==> src/rtl/pwm_bank_pkg.sv <==
package pwm_bank_pkg;
  // strobes from the control half to the datapath half
  typedef struct packed {
    logic tick;   // counter advances on this edge
    logic wrap;   // counter returns to zero; pending values become working
  } pwm_strobe_t;
endpackage

==> src/rtl/pwm_bank_ctrl.sv <==
module pwm_bank_ctrl
  import pwm_bank_pkg::*;
#(
  parameter int DUTY_W   = 8,
  parameter int PRESCALE = 2,
  parameter int NUM_CH   = 8,
  parameter int ADDR_W   = 4
) (
  input  logic              clk,
  input  logic              rstN,
  input  logic              wrEn,
  input  logic [ADDR_W-1:0] wrAddr,
  input  logic [DUTY_W-1:0] wrData,
  output pwm_strobe_t       strb,
  output logic [DUTY_W-1:0] count,
  output logic [$clog2(DUTY_W+1)-1:0] activeRes
);
  localparam int RES_W  = $clog2(DUTY_W + 1);
  localparam int CODE_W = $clog2(DUTY_W);
  localparam int PRE_W  = (PRESCALE > 1) ? $clog2(PRESCALE) : 1;

  logic [PRE_W-1:0]  preCnt;
  logic [RES_W-1:0]  pendingRes;
  logic [DUTY_W:0]   lastCount;
  logic              resWrite;

  assign resWrite  = wrEn && (wrAddr == ADDR_W'(NUM_CH));
  assign lastCount = ({{DUTY_W{1'b0}}, 1'b1} << activeRes) - 1'b1;
  assign strb.tick = (preCnt == PRE_W'(PRESCALE - 1));
  assign strb.wrap = strb.tick && ({1'b0, count} == lastCount);

  always_ff @(posedge clk or negedge rstN) begin
    if (!rstN) begin
      preCnt     <= '0;
      count      <= '0;
      activeRes  <= RES_W'(DUTY_W);
      pendingRes <= RES_W'(DUTY_W);
    end else begin
      if (resWrite)
        pendingRes <= RES_W'(wrData[CODE_W-1:0]) + RES_W'(1);
      if (strb.tick) begin
        preCnt <= '0;
        if (strb.wrap) begin
          count     <= '0;
          activeRes <= pendingRes;
        end else begin
          count <= count + 1'b1;
        end
      end else begin
        preCnt <= preCnt + 1'b1;
      end
    end
  end
endmodule

==> src/rtl/pwm_bank_datapath.sv <==
module pwm_bank_datapath
  import pwm_bank_pkg::*;
#(
  parameter int NUM_CH = 8,
  parameter int DUTY_W = 8,
  parameter int ADDR_W = 4
) (
  input  logic                     clk,
  input  logic                     rstN,
  input  logic                     wrEn,
  input  logic [ADDR_W-1:0]        wrAddr,
  input  logic [DUTY_W-1:0]        wrData,
  input  pwm_strobe_t              strb,
  input  logic [DUTY_W-1:0]        count,
  input  logic [$clog2(DUTY_W+1)-1:0] activeRes,
  output logic [NUM_CH-1:0]        pwmDrainEn,
  output logic [NUM_CH*DUTY_W-1:0] activeDutyFlat
);
  localparam int RES_W = $clog2(DUTY_W + 1);

  logic [RES_W-1:0] dropBits;
  assign dropBits = RES_W'(DUTY_W) - activeRes;

  for (genvar ch = 0; ch < NUM_CH; ch++) begin : g_chan
    logic [DUTY_W-1:0] pendingDuty;
    logic [DUTY_W-1:0] activeDuty;
    logic [DUTY_W-1:0] cmpDuty;

    always_ff @(posedge clk or negedge rstN) begin
      if (!rstN) begin
        pendingDuty <= '0;
        activeDuty  <= '0;
      end else begin
        if (wrEn && (wrAddr == ADDR_W'(ch)))
          pendingDuty <= wrData;
        if (strb.wrap)
          activeDuty <= pendingDuty;
      end
    end

    // only the upper activeRes bits take part in the compare
    assign cmpDuty    = activeDuty >> dropBits;
    assign pwmDrainEn[ch] = (count < cmpDuty);
    assign activeDutyFlat[ch*DUTY_W +: DUTY_W] = activeDuty;
  end
endmodule

==> src/rtl/pwm_bank_top.sv <==
module pwm_bank_top
  import pwm_bank_pkg::*;
#(
  parameter int NUM_CH   = 8,
  parameter int DUTY_W   = 8,
  parameter int PRESCALE = 2,
  localparam int ADDR_W  = $clog2(NUM_CH + 1) + ((NUM_CH + 1 > 8) ? 0 : 1)
) (
  input  logic              clk,
  input  logic              rstN,
  input  logic              wrEn,
  input  logic [ADDR_W-1:0] wrAddr,
  input  logic [DUTY_W-1:0] wrData,
  output logic [NUM_CH-1:0] pwmDrainEn
);
  localparam int RES_W = $clog2(DUTY_W + 1);

  pwm_strobe_t             strb;
  logic [DUTY_W-1:0]       count;
  logic [RES_W-1:0]        activeRes;
  logic [NUM_CH*DUTY_W-1:0] activeDutyFlat;

  pwm_bank_ctrl #(
    .DUTY_W(DUTY_W), .PRESCALE(PRESCALE), .NUM_CH(NUM_CH), .ADDR_W(ADDR_W)
  ) ctrl_i (
    .clk(clk), .rstN(rstN), .wrEn(wrEn), .wrAddr(wrAddr), .wrData(wrData),
    .strb(strb), .count(count), .activeRes(activeRes)
  );

  pwm_bank_datapath #(
    .NUM_CH(NUM_CH), .DUTY_W(DUTY_W), .ADDR_W(ADDR_W)
  ) dp_i (
    .clk(clk), .rstN(rstN), .wrEn(wrEn), .wrAddr(wrAddr), .wrData(wrData),
    .strb(strb), .count(count), .activeRes(activeRes),
    .pwmDrainEn(pwmDrainEn), .activeDutyFlat(activeDutyFlat)
  );
endmodule

==> config.mk <==
export PLATFORM = sky130hd
export DESIGN_NAME = pwm_bank_top
export DESIGN_NICKNAME = d
export VERILOG_FILES = /design/src/rtl/pwm_bank_pkg.sv /design/src/rtl/pwm_bank_ctrl.sv /design/src/rtl/pwm_bank_datapath.sv /design/src/rtl/pwm_bank_top.sv
export SDC_FILE = /design/constraint.sdc
export NUM_CORES = 1
export LEC_CHECK = 0
export ABC_AREA = 1
export ABC_CLOCK_PERIOD_IN_PS = 3200
export BUFFER_PORTS_ARGS = -buffer_cell sky130_fd_sc_hd__clkbuf_2
export CORE_ASPECT_RATIO = 1.5
export CORE_MARGIN = 5
export CORE_UTILIZATION = 47
export CTS_CLUSTER_DIAMETER = 120
export DETAILED_ROUTE_END_ITERATION = 12
export PLACE_DENSITY_LB_ADDON = 0.1
export SETUP_SLACK_MARGIN = 0.1
export SKIP_CTS_REPAIR_TIMING = 1
export SYNTH_ARGS = -nofsm -noshare
export SYNTH_HDL_FRONTEND = slang
export SYNTH_HIERARCHICAL = 1
export SYNTH_SLANG_ARGS = --single-unit
==> constraint.sdc <==
create_clock -name clk -period 3.2 [get_ports clk]
set_clock_uncertainty 0.2 [all_clocks]
set_input_delay 0.16 -clock clk [delete_from_list [all_inputs] [get_ports clk]]
set_output_delay 0.16 -clock clk [all_outputs]
set_load 0.05 [all_outputs]
; ---- Yosys cells after proc, flatten, opt, wreduce, memory -nomap -nowiden
; Cells that the tools add are included.
[classes]
n_eq_ne = 9
muxes = 2
addsub = 5
n_reduce_logical = 12
shifts = 9
order_cmp = 8
[ops]
columns = operator, count
row1 = $lt A8 B8 Y1, 8
row2 = $shr A8 B4 Y8, 8
row3 = $eq A4 B3 Y1 const B, 4
row4 = $logic_and A1 B1 Y1, 10
row5 = $eq A8 B9 Y1, 1
row6 = $shl A1 B4 Y9 const A, 1
row7 = $sub A9 B1 Y9 const B, 1
row8 = $add A8 B1 Y8 const B, 1
row9 = $eq A4 B2 Y1 const B, 2
row10 = $mux W8, 1
row11 = $add A3 B1 Y4 const B, 1
row12 = $eq A4 B1 Y1 const B, 1
row13 = $eq A4 B4 Y1 const B, 1
row14 = $logic_not A4 Y1, 1
row15 = $sub A4 B4 Y4 const A, 1
row16 = $reduce_and A2 Y1, 1
row17 = $add A1 B1 Y1 const B, 1
row18 = $mux W1, 1
[totals]
elab_cells = 65
output_inout_bits = 8
in_bits = 15
ff_bits = 145

; ---- Depth between registers and ports, before layout
; Gate-level depths: netlist (run 1).
[logic_depth]
ltp_word = 5
ltp_mapped = 19
ltp_nobuf = 15

; ---- Modules after synthesis
; The synthesis (run 1) kept the hierarchy.
[modules_own_cells]
columns = module, seq_area_each_um2, instances, area_per_inst_um2, cells_each
row1 = pwm_bank_datapath, 3203.1, 1, 7778.7, 991
row2 = pwm_bank_ctrl, 427.9, 1, 1211.2, 180

; ---- Worst setup path after synthesis (run 1)
; OpenSTA, ideal clock, no wires.
[synth_path]
path_kind = register to output
startpoint = reg ctrl_i.activeRes[0]
endpoint = out pwmDrainEn[0]
path_slack_ns = -0.657
path_buffers = 6
stages_incl_launch_ff = 19
arrival_ns = 3.497
t_required_ns = 2.840
path_cell_list = dfrtp_1 buf_6 inv_2 buf_6 buf_4 buf_2 ha_1 inv_2 buf_2 clkbuf_1 o211ai_1 o211ai_1 o211ai_1 ha_1 nand2_1 nand2_1 nand2_1 nand2_1 a21oi_1
[synth_via]
elab_chain_len = 3
[synth_lines]
columns = item, line
row1 = from (decl), pwm_bank_ctrl.sv:16  ; output logic [$clog2(DUTY_W+1)-1:0] activeRes
row2 = from (signal assigned), pwm_bank_ctrl.sv:36  ; activeRes <= RES_W'(DUTY_W);
row3 = from (signal assigned), pwm_bank_ctrl.sv:45  ; activeRes <= pendingRes;
row4 = $sub A4 B4 Y4, pwm_bank_datapath.sv:22  ; assign dropBits = RES_W'(DUTY_W) - activeRes;
row5 = $shr A8 B4 Y8, pwm_bank_datapath.sv:42  ; assign cmpDuty = activeDuty >> dropBits;
row6 = $lt A8 B8 Y1, pwm_bank_datapath.sv:43  ; assign pwmDrainEn[ch] = (count < cmpDuty);
row7 = to (decl), pwm_bank_top.sv:14  ; output logic [NUM_CH-1:0] pwmDrainEn
; Every way passes these cells.

; ---- Worst setup path after layout (run 1)
[layout_path]
startpoint = reg ctrl_i.activeRes[0]
endpoint = out pwmDrainEn[4]
; Same word-level chain as after synthesis.

==> flow_summary_export.csv, run 1 <==
group,metric,value,unit
die,fp-row-count,62,
run_status,status,"finished, violations left",
drt,wire_per_inst,15.90,um
worst_setup_path,cp_top_family,"compound AO/OA/AOI/OAI gates",
drt,drt_iter0_markers,452,
drt,firstDrtPassIters,6,
sta,fin_crit_sh,99.36,%
cts,cts_root_buf,"clkbuf_16",
logic_synthesis,netlist_area,8982,um2
job,max_cap_viol_count,0,
placed_design,numPortBuffers,22,
run_status,violations,"hold timing",
worst_setup_path,critPathBufInv,2,
grt,grt_overflow_total,0,
logic_synthesis,yosysWarnings,6,
sta,worst_pin_slew,0.7320,ns
die,core,19010,um2
layout,num-nets-final,1279,
cts,clk_pin_slew,0.06,ns
worst_setup_path,path_cells,"buf_12 > o21ai_0 > o21ai_0 > o211ai_1 > ha_1 > nand2_1 > nand2_1 > nand2_1 > nand2_2 > a21oi_4 > buf_12",
layout,syn_to_final_growth,18.81,%
drt,vias_per_cell,5.261,
worst_setup_path,cp_common_cell,"nand2_1",
die,start_util,47.26,%
sta,rsz0062_at_grt,"yes",
die,die_height,179.3,um
drt,vias,7749,
worst_setup_path,cp-start-kind,"flop",
die,die_area,22030,um2
drt,drt_wl_total,23420,um
layout,layout.cells.non_filler,1473,
cts,clk_path_buf_depth,2,
layout,drive_gt1_share,15.94,%
sta,maxSlewHeadroom,51.20,%
drt,ant_nets,0,
logic_synthesis,synth_fp_nets,1245,
sta,finalMaxSlewViolations,0,
die,boundaryPins,23,
cts,clock_latency,0.43,ns
grt,grt_pass1_wl,38770,um
grt,grt_pass1_vias,7424,
drt,drc,0,
sta,worst_hold_slack,-0.04512,ns
min_path,hold_path.class,"in -> reg",
worst_setup_path,r2r-start,"ctrl_i/activeRes[0]$_DFFE_PN0P_",
worst_setup_path,crit_type,"reg -> out",
sta,setup_violations,0,
placed_design,gp_congestion,0.8792,
die,die_w,122.9,um
worst_setup_path,crit_start,"ctrl_i/activeRes[0]$_DFFE_PN0P_",
grt,gr-usage-all-layers,22.52,%
worst_setup_path,arrival,2.82,ns
logic_synthesis,synth_area_per_cell,7.677,um2
worst_setup_path,cp_max_fo,88,
layout,n_antenna_cell,0,
cts,cts.sinks,145,
grt,antenna_found_initial,0,
worst_setup_path,crit_path_end_kind,"output pin",
placed_design,post-dp-hpwl,16680,um
cts,cts_tree,"yes",
min_path,hold_start,"wrData[3]",
worst_setup_path,required,2.84,ns
worst_setup_path,critPathMaxStageDelay,0.45,ns
sta,hold_viol_final,10,
sta,max_freq,314.5,MHz
grt,grt_max_degree,89,
cts,cts-buffers-inserted,17,
placed_design,dpl.cell_count,1422,
worst_setup_path,cp_slowest_cell,"dfrtp_2",
cts,cts_max_level,4,
sta,period_minus_slack,3.179,ns
logic_synthesis,netlist_instances,1170,
[per-layer routing]
layer	vias to the layer above	track usage, %	wire length [um]
met4	0	6.539	393
met2	143	36.30	11330
met5	-	0	0
met1	3599	31.15	11060
li1	3980	-	-
met3	27	3.883	633
[flip-flops by register name, indices dropped and copies added, names as in the netlist]
register and flops:
ctrl_i/count 8, ctrl_i/preCnt 1, dp_i/g_chan.pendingDuty 64, ctrl_i/activeRes 4, dp_i/g_chan.activeDuty 64, ctrl_i/pendingRes 4
[placed cells by master, fill, tap and decap left out, types with 2 or more instances in the layout]
master           n
nand2_1        362
dfrtp_1        141
nand3_1         98
o21ai_0         97
inv_1           78
nor2_1          64
ha_1            58
a21oi_1         56
mux2_2          33
buf_4           27
o211ai_1        26
clkbuf_16       19
buf_12          17
nor2_2          14
clkbuf_2        13
o21ai_1          9
nand4_1          8
dlygate4sd3_1    8
a21oi_4          8
nand2_2          7
inv_6            6
nor2_4           4
inv_2            4
nor3_1           4
o21ai_2          4
bufinv_16        3
clkinv_2         3
xor2_1           3
o221ai_2         3
a21oi_2          3
o31ai_1          3
o311ai_1         3
buf_6            3
clkinvlp_4       2
dfrtp_2          2
dfstp_2          2
nor3_2           2
inv_4            2
o221ai_1         2
[layout make-up]
cell class,instances,area [um2]
multi-input combinational,883,4962
inverter,86,356.6
sequential,145,3633
fill,1799,8334
clock inverter,14,172.7
timing repair buffer,71,787.0
clock buffer,18,439.2
tap,256,320.3
[path summary, 6_finish.rpt]
| check | endpoint | slack, ns | cells after the start |
|---|---|---|---|
| max in group asynchronous | dp_i/g_chan[1].activeDuty[5]$_DFFE_PN0P_ | 1.86 | 3 |
| min in group asynchronous | ctrl_i/activeRes[0]$_DFFE_PN0P_ | 0.15 | 2 |
| worst min register to register | dp_i/g_chan[3].pendingDuty[0]$_DFFE_PN0P_ | 0.28 | 2 |
| worst max-delay path | pwmDrainEn[4] | 0.02 | 11 |
| worst max register to register | dp_i/g_chan[6].activeDuty[5]$_DFFE_PN0P_ | 0.28 | 13 |
| worst min-delay path | dp_i/g_chan[6].pendingDuty[3]$_DFFE_PN0P_ | -0.05 | 3 |
[worst min-delay path: cells and delay by family]
family                 cells  cell delay [ns]
AO/OA/AOI/OAI              1             0.16
buffers and inverters      2             0.21
[per-stage QoR]
stage               hold WS (ns)  util, %  TNS (ns)  instance area (um2)  worst slack [ns]
finish                  -0.04512    56.15         0                10670           0.02051
global route            0.008455    56.15   -0.7747                10670           -0.1304
CTS                      -0.4120    54.15    -1.152                10290           -0.1781
detailed placement       0.04864    50.93         0                 9681            0.1995
global placement         0.04659    50.93         0                 9681            0.2187
floorplan                -0.3356        -         0                 9221            0.1289
Power of run 1 is not shown: default switching activity piles up to over one toggle a cycle in this logic, so the estimate is an artifact.
==> inputs of run 2 (changes only) <==
--- a/config.mk
+++ b/config.mk
@@ -18,5 +18,4 @@
 export SKIP_CTS_REPAIR_TIMING = 1
 export SYNTH_ARGS = -nofsm -noshare
 export SYNTH_HDL_FRONTEND = slang
-export SYNTH_HIERARCHICAL = 1
 export SYNTH_SLANG_ARGS = --single-unit
==> run 2 against run 1 <==
Non-clock buffer count unchanged. Routed wire length increased by 2.6%. First-iteration DRC count increased by 19%. Highest routed layer unchanged. Area after synthesis grew 1.5%. Register-to-register slack better by 0.07 ns. Via count rose by 4.6%. Fmax fell by 1.8%. Cell count grew 3.1%. Utilization down 0.18 points. The flow finishes with violations (hold timing, setup timing). Synthesized cell count up 4.7%. Cell area increased by 0.49%. Die area rose by 1.4%.
==> flow_summary_export.csv, run 2 <==
group,metric,value,unit
sta,maxSlewHeadroom,48.99,%
layout,layout_common_cells,"nand2_1, o21ai_0, dfrtp_1",
min_path,hold_depth,5,
worst_setup_path,critPathMaxStageDelay,0.46,ns
logic_synthesis,yosysMostFrequentCell,"nand2_1",
drt,ant_nets,0,
placed_design,gp_congestion,0.8179,
worst_setup_path,cp-start-kind,"flop",
logic_synthesis,synth.top_cell.area_share,39.26,%
sta,max_freq,308.8,MHz
cts,cts_root_buf,"clkbuf_16",
worst_setup_path,arrival,2.88,ns
worst_setup_path,crit_path_end_kind,"output pin",
sta,tns,-0.03809,ns
layout,final_common_cell,"nand2_1",
placed_design,numPortBuffers,22,
drt,firstDrtPassIters,5,
logic_synthesis,yosysWarnings,0,
run_status,status,"finished, violations left",
cts,cts_tree,"yes",
logic_synthesis,synth_edf_count,0,
min_path,holdPathEnd,"ctrl_i.pendingRes[0]$_DFFE_PN0P_",
run_status,violations,"hold timing, setup timing",
logic_synthesis,netlist_area,9114,um2
layout,n_antenna_cell,0,
logic_synthesis,synth_area_per_cell,7.440,um2
worst_setup_path,r2r_end,"dp_i.g_chan[1].activeDuty[1]$_DFFE_PN0P_",
die,die_height,180.5,um
sta,rsz0062_at_grt,"yes",
die,core,19160,um2
worst_setup_path,path_cells,"inv_4 > ha_4 > ha_4 > inv_6 > buf_12 > buf_4 > nand2_1 > o221ai_2 > ha_1 > nand2_1 > inv_1 > nand2_2 > nand2_2 > a21oi_4 > buf_12",
cts,cts_max_level,4,
sta,worst_pin_slew,0.7651,ns
sta,hold_viol_final,18,
sta,fin_crit_sh,101.2,%
worst_setup_path,r2r_slack,0.35,ns
min_path,hold_path.class,"in -> reg",
sta,period_minus_slack,3.238,ns
cts,clock_latency,0.42,ns
layout,drive_gt1_share,12.04,%
grt,grt_pass1_wl,38680,um
sta,finalWorstSetupSlack,-0.03809,ns
die,boundaryPins,23,
logic_synthesis,synth-seq-cells,145,
job,max_cap_viol_count,0,
grt,antenna_found_initial,0,
drt,drc,0,
cts,clk_path_buf_depth,2,
logic_synthesis,netlist_instances,1225,
grt,grt_overflow_total,0,
drt,vias_per_cell,5.340,
logic_synthesis,yosysTopAreaCell,"dfrtp_1",
placed_design,post-dp-hpwl,16430,um
min_path,hold_start,"wrAddr[3]",
logic_synthesis,synthTopCellsByArea,"dfrtp_1, nand2_1, ha_1",
drt,drt_iter0_markers,537,
worst_setup_path,reg2reg_depth,15,
logic_synthesis,ys_types,37,
worst_setup_path,r2r-start,"ctrl_i.activeRes[0]$_DFFE_PN0P_",
worst_setup_path,cp_max_fo,7,
die,die_w,123.7,um
logic_synthesis,synth_fp_nets,1305,
sta,worst_hold_slack,-0.05009,ns
cts,cts.sinks,145,
die,fp-row-count,62,
worst_setup_path,required,2.84,ns
logic_synthesis,synthFlopType,"dfrtp_1",
grt,grt_pass1_vias,7463,
layout,num-nets-final,1330,
logic_synthesis,synth_commonest_cells,"nand2_1, o21ai_0, dfrtp_1, nand3_1, ha_1",
die,start_util,47.56,%
grt,gr-usage-all-layers,21.41,%
drt,wire_per_inst,15.83,um
cts,cts-buffers-inserted,17,
logic_synthesis,ys_async_sr_fraction,100.0,%
cts,clk_pin_slew,0.06,ns
drt,drt_wl_total,24030,um
layout,reg_top3,"dp_i.g_chan.activeDuty x64, dp_i.g_chan.pendingDuty x64, ctrl_i.count x8",
grt,grt_max_degree,81,
die,die_area,22330,um2
layout,syn_to_final_growth,17.67,%
sta,finalMaxSlewViolations,0,
worst_setup_path,crit_type,"reg -> out",
drt,vias,8106,
worst_setup_path,cp_slowest_cell,"dfrtp_2",
logic_synthesis,yosysSeqAreaShare,39.84,%
sta,setup_violations,1,
run 2: changes by cell type in the layout (fill, tap and decap cells not counted), moves of 18 or more:
cell,previous run,this run
inv_1,78,48
mux2_2,33,0
nand3_1,98,70
a21oi_1,56,38
nand2_1,362,456
o21ai_0,97,156
run 2: worst max path at each step:
stage	startpoint	to	cells past startpoint
global placement	ctrl_i.activeRes[0]$_DFFE_PN0P_	pwmDrainEn[3]	12
detailed placement	ctrl_i.activeRes[0]$_DFFE_PN0P_	pwmDrainEn[3]	12
finish	ctrl_i.activeRes[0]$_DFFE_PN0P_	pwmDrainEn[6]	15
global route	ctrl_i.activeRes[0]$_DFFE_PN0P_	pwmDrainEn[6]	15
floorplan	ctrl_i.activeRes[0]$_DFFE_PN0P_	pwmDrainEn[2]	15
CTS	ctrl_i.activeRes[0]$_DFFE_PN0P_	pwmDrainEn[3]	12
run 2: layout make-up:
class	count	area, um2
clock inverters	12	130.1
fillers	1868	8437
inverters	56	232.7
flip-flops and latches	145	3632
repair inverters	1	8.758
well taps	256	320.3
clock buffers	19	442.9
repair buffers	71	798.3
multi-input cells	958	5159
run 2: cells by family (layout without fill, tap and decap cells):
kind of cell / Yosys count / after routing / share of synthesized area, %
multiplexers: 16 / 16 / 1.757
buffers and inverters: 122 / 159 / 5.958
XOR/XNOR: 8 / 8 / 0.8512
AND/OR/NAND/NOR: 619 / 619 / 27.51
AO/OA/AOI/OAI: 250 / 250 / 15.16
flip-flops: 145 / 145 / 39.84
adder cells (fa/ha/maj): 65 / 65 / 8.924
run 2: layer usage:
layer | part of all wire (%) | up-vias | GRT usage (%)
met5 | 0 | - | 0
met2 | 47 | 180 | 32.87
li1 | - | 4134 | -
met1 | 47 | 3751 | 31.42
met4 | 2.8 | 0 | 6.475
met3 | 3.2 | 41 | 2.732
run 2: worst max-delay path, delay by kind of cell (launching register included):
kind	cells	cell delay, ns
AND/OR/NAND/NOR	4	0.26
flip-flops	1	0.46
AO/OA/AOI/OAI	2	0.29
adder cells (fa/ha/maj)	3	0.81
buffers and inverters	6	0.63
run 2: per-stage QoR:
step / hold WS (ns) / setup WS [ns] / instance area (um2) / utilization [%] / cells
finish: -0.05009 / -0.03809 / 10720 / 55.97 / 1518
global route: 0.001518 / -0.1556 / 10720 / 55.97 / 1518
CTS: -0.3934 / -0.2918 / 10270 / 53.59 / 1493
detailed placement: 0.06343 / 0.1657 / 9694 / 50.59 / 1462
global placement: 0.06228 / 0.2237 / 9694 / 50.59 / 1462
floorplan: -0.3356 / 0.1098 / 9326 / - / 1225
Power of run 2 is left out for the same reason.
==> inputs of run 3 (changes only) <==
--- a/config.mk
+++ b/config.mk
@@ -16,6 +16,7 @@
 export PLACE_DENSITY_LB_ADDON = 0.1
 export SETUP_SLACK_MARGIN = 0.1
 export SKIP_CTS_REPAIR_TIMING = 1
+export SKIP_LAST_GASP = 1
 export SYNTH_ARGS = -nofsm -noshare
 export SYNTH_HDL_FRONTEND = slang
 export SYNTH_SLANG_ARGS = --single-unit
==> run 3 against run 2 <==
The run still ends with hold timing, setup timing left. Die area is the same. Utilization did not move. Register-to-register slack hardly changed. Count of clock-buffer cells in the layout unchanged. Non-clock buffer count stayed put. Via count up 0.33%. Routed wire length stayed put. Cell count unchanged. Critical path depth unchanged. Largest cell class unchanged.
==> flow_summary_export.csv, run 3 (same netlist as run 2, synthesis figures left out) <==
group,metric,value,unit
min_path,hold_path.class,"in -> reg",
cts,clock_latency,0.42,ns
sta,period_minus_slack,3.249,ns
sta,max_freq,307.8,MHz
grt,grt_pass1_vias,7463,
die,die_height,180.5,um
die,start_util,47.56,%
cts,clk_pin_slew,0.06,ns
worst_setup_path,arrival,2.89,ns
sta,finalWorstSetupSlack,-0.04912,ns
grt,antenna_found_initial,0,
die,fp-row-count,62,
layout,num-nets-final,1330,
run_status,status,"finished, violations left",
cts,cts_tree,"yes",
sta,hold_viol_final,18,
layout,finalInstanceArea,10720,um2
drt,wire_per_inst,15.83,um
cts,cts.sinks,145,
layout,final_common_cell,"nand2_1",
job,max_cap_viol_count,0,
layout,reg_top3,"dp_i.g_chan.activeDuty x64, dp_i.g_chan.pendingDuty x64, ctrl_i.count x8",
die,core,19160,um2
placed_design,numPortBuffers,22,
worst_setup_path,cp-start-kind,"flop",
layout,n_antenna_cell,0,
grt,grt_max_degree,81,
placed_design,post-dp-hpwl,16430,um
drt,vias,8133,
layout,drive_gt1_share,12.04,%
placed_design,placed_area,9694,um2
sta,worst_hold_slack,-0.05016,ns
worst_setup_path,critPathMaxStageDelay,0.46,ns
drt,drt_iter0_markers,539,
sta,rsz0062_at_grt,"yes",
sta,worst_pin_slew,0.7642,ns
placed_design,gp_congestion,0.8179,
drt,drc,0,
cts,cts_root_buf,"clkbuf_16",
drt,firstDrtPassIters,5,
die,boundaryPins,23,
grt,gr-usage-all-layers,21.41,%
layout,layout_common_cells,"nand2_1, o21ai_0, dfrtp_1",
cts,cts_max_level,4,
worst_setup_path,path_cells,"inv_4 > ha_4 > ha_4 > inv_6 > buf_12 > buf_4 > nand2_1 > o221ai_2 > ha_1 > nand2_1 > inv_1 > nand2_2 > nand2_2 > a21oi_4 > buf_12",
worst_setup_path,cp_max_fo,7,
worst_setup_path,required,2.84,ns
worst_setup_path,cp_slowest_cell,"dfrtp_2",
grt,grt_pass1_wl,38680,um
drt,ant_nets,0,
worst_setup_path,crit_path_end_kind,"output pin",
sta,fin_crit_sh,101.5,%
die,die_area,22330,um2
cts,cts-buffers-inserted,17,
grt,grt_overflow_total,0,
sta,finalMaxSlewViolations,0,
die,die_w,123.7,um
placed_design,post-place-ws,0.1657,ns
layout,syn_to_final_growth,17.67,%
drt,vias_per_cell,5.358,
drt,drt_wl_total,24030,um
worst_setup_path,crit_type,"reg -> out",
run_status,violations,"hold timing, setup timing",
sta,maxSlewHeadroom,49.05,%
sta,setup_violations,2,
cts,clk_path_buf_depth,2,
## run 3: cell counts in the layout (fill, tap and decap cells not counted)
Identical to the previous run, type by type.
## run 3: worst paths after layout
check,slack [ns],cells after the start,to,start
setup / recovery,-0.05,15,pwmDrainEn[6],ctrl_i.activeRes[0]$_DFFE_PN0P_
hold / removal,-0.05,5,ctrl_i.pendingRes[0]$_DFFE_PN0P_,wrAddr[3]
setup reg to reg,0.36,15,dp_i.g_chan[1].activeDuty[1]$_DFFE_PN0P_,ctrl_i.activeRes[0]$_DFFE_PN0P_
hold reg to reg,0.28,2,dp_i.g_chan[0].activeDuty[2]$_DFFE_PN0P_,dp_i.g_chan[0].pendingDuty[2]$_DFFE_PN0P_
max in group asynchronous,1.86,3,dp_i.g_chan[6].activeDuty[0]$_DFFE_PN0P_,rstN
min in group asynchronous,0.16,2,ctrl_i.pendingRes[2]$_DFFE_PN0P_,rstN
## run 3: cell type report
class | instances | area, um2
clock buffers | 19 | 442.9
clock inverters | 12 | 130.1
fillers | 1868 | 8437
inverters | 56 | 232.7
multi-input cells | 958 | 5159
flip-flops and latches | 145 | 3632
well taps | 256 | 320.3
repair buffers | 71 | 798.3
repair inverters | 1 | 8.758
## run 3: layer usage
| metal | vias to the layer above | track usage, % | part of all wire, % |
|---|---|---|---|
| li1 | 4134 | - | - |
| met1 | 3766 | 31.42 | 46 |
| met2 | 191 | 32.87 | 47 |
| met3 | 42 | 2.732 | 3.7 |
| met4 | 0 | 6.475 | 2.7 |
| met5 | - | 0 | 0 |
## run 3: per-stage QoR
step	setup TNS [ns]	hold WS, ns	utilization (%)	cells
2_1_floorplan	0	-0.3356	-	1225
3_3_place_gp	0	0.06228	50.59	1462
3_5_place_dp	0	0.06343	50.59	1462
4_1_cts	-2.136	-0.3934	53.59	1493
5_1_grt	-0.8642	0.001518	55.97	1518
6_report	-0.05547	-0.05016	55.97	1518
## run 3: critical path, delay by kind of cell, from the launching register on
family | cells | cell delay (ns)
fa+ha+maj | 3 | 0.82
buf+inv | 6 | 0.63
flops | 1 | 0.46
compound gates | 2 | 0.30
simple gates | 4 | 0.26
Power of run 3 is left out for the same reason.
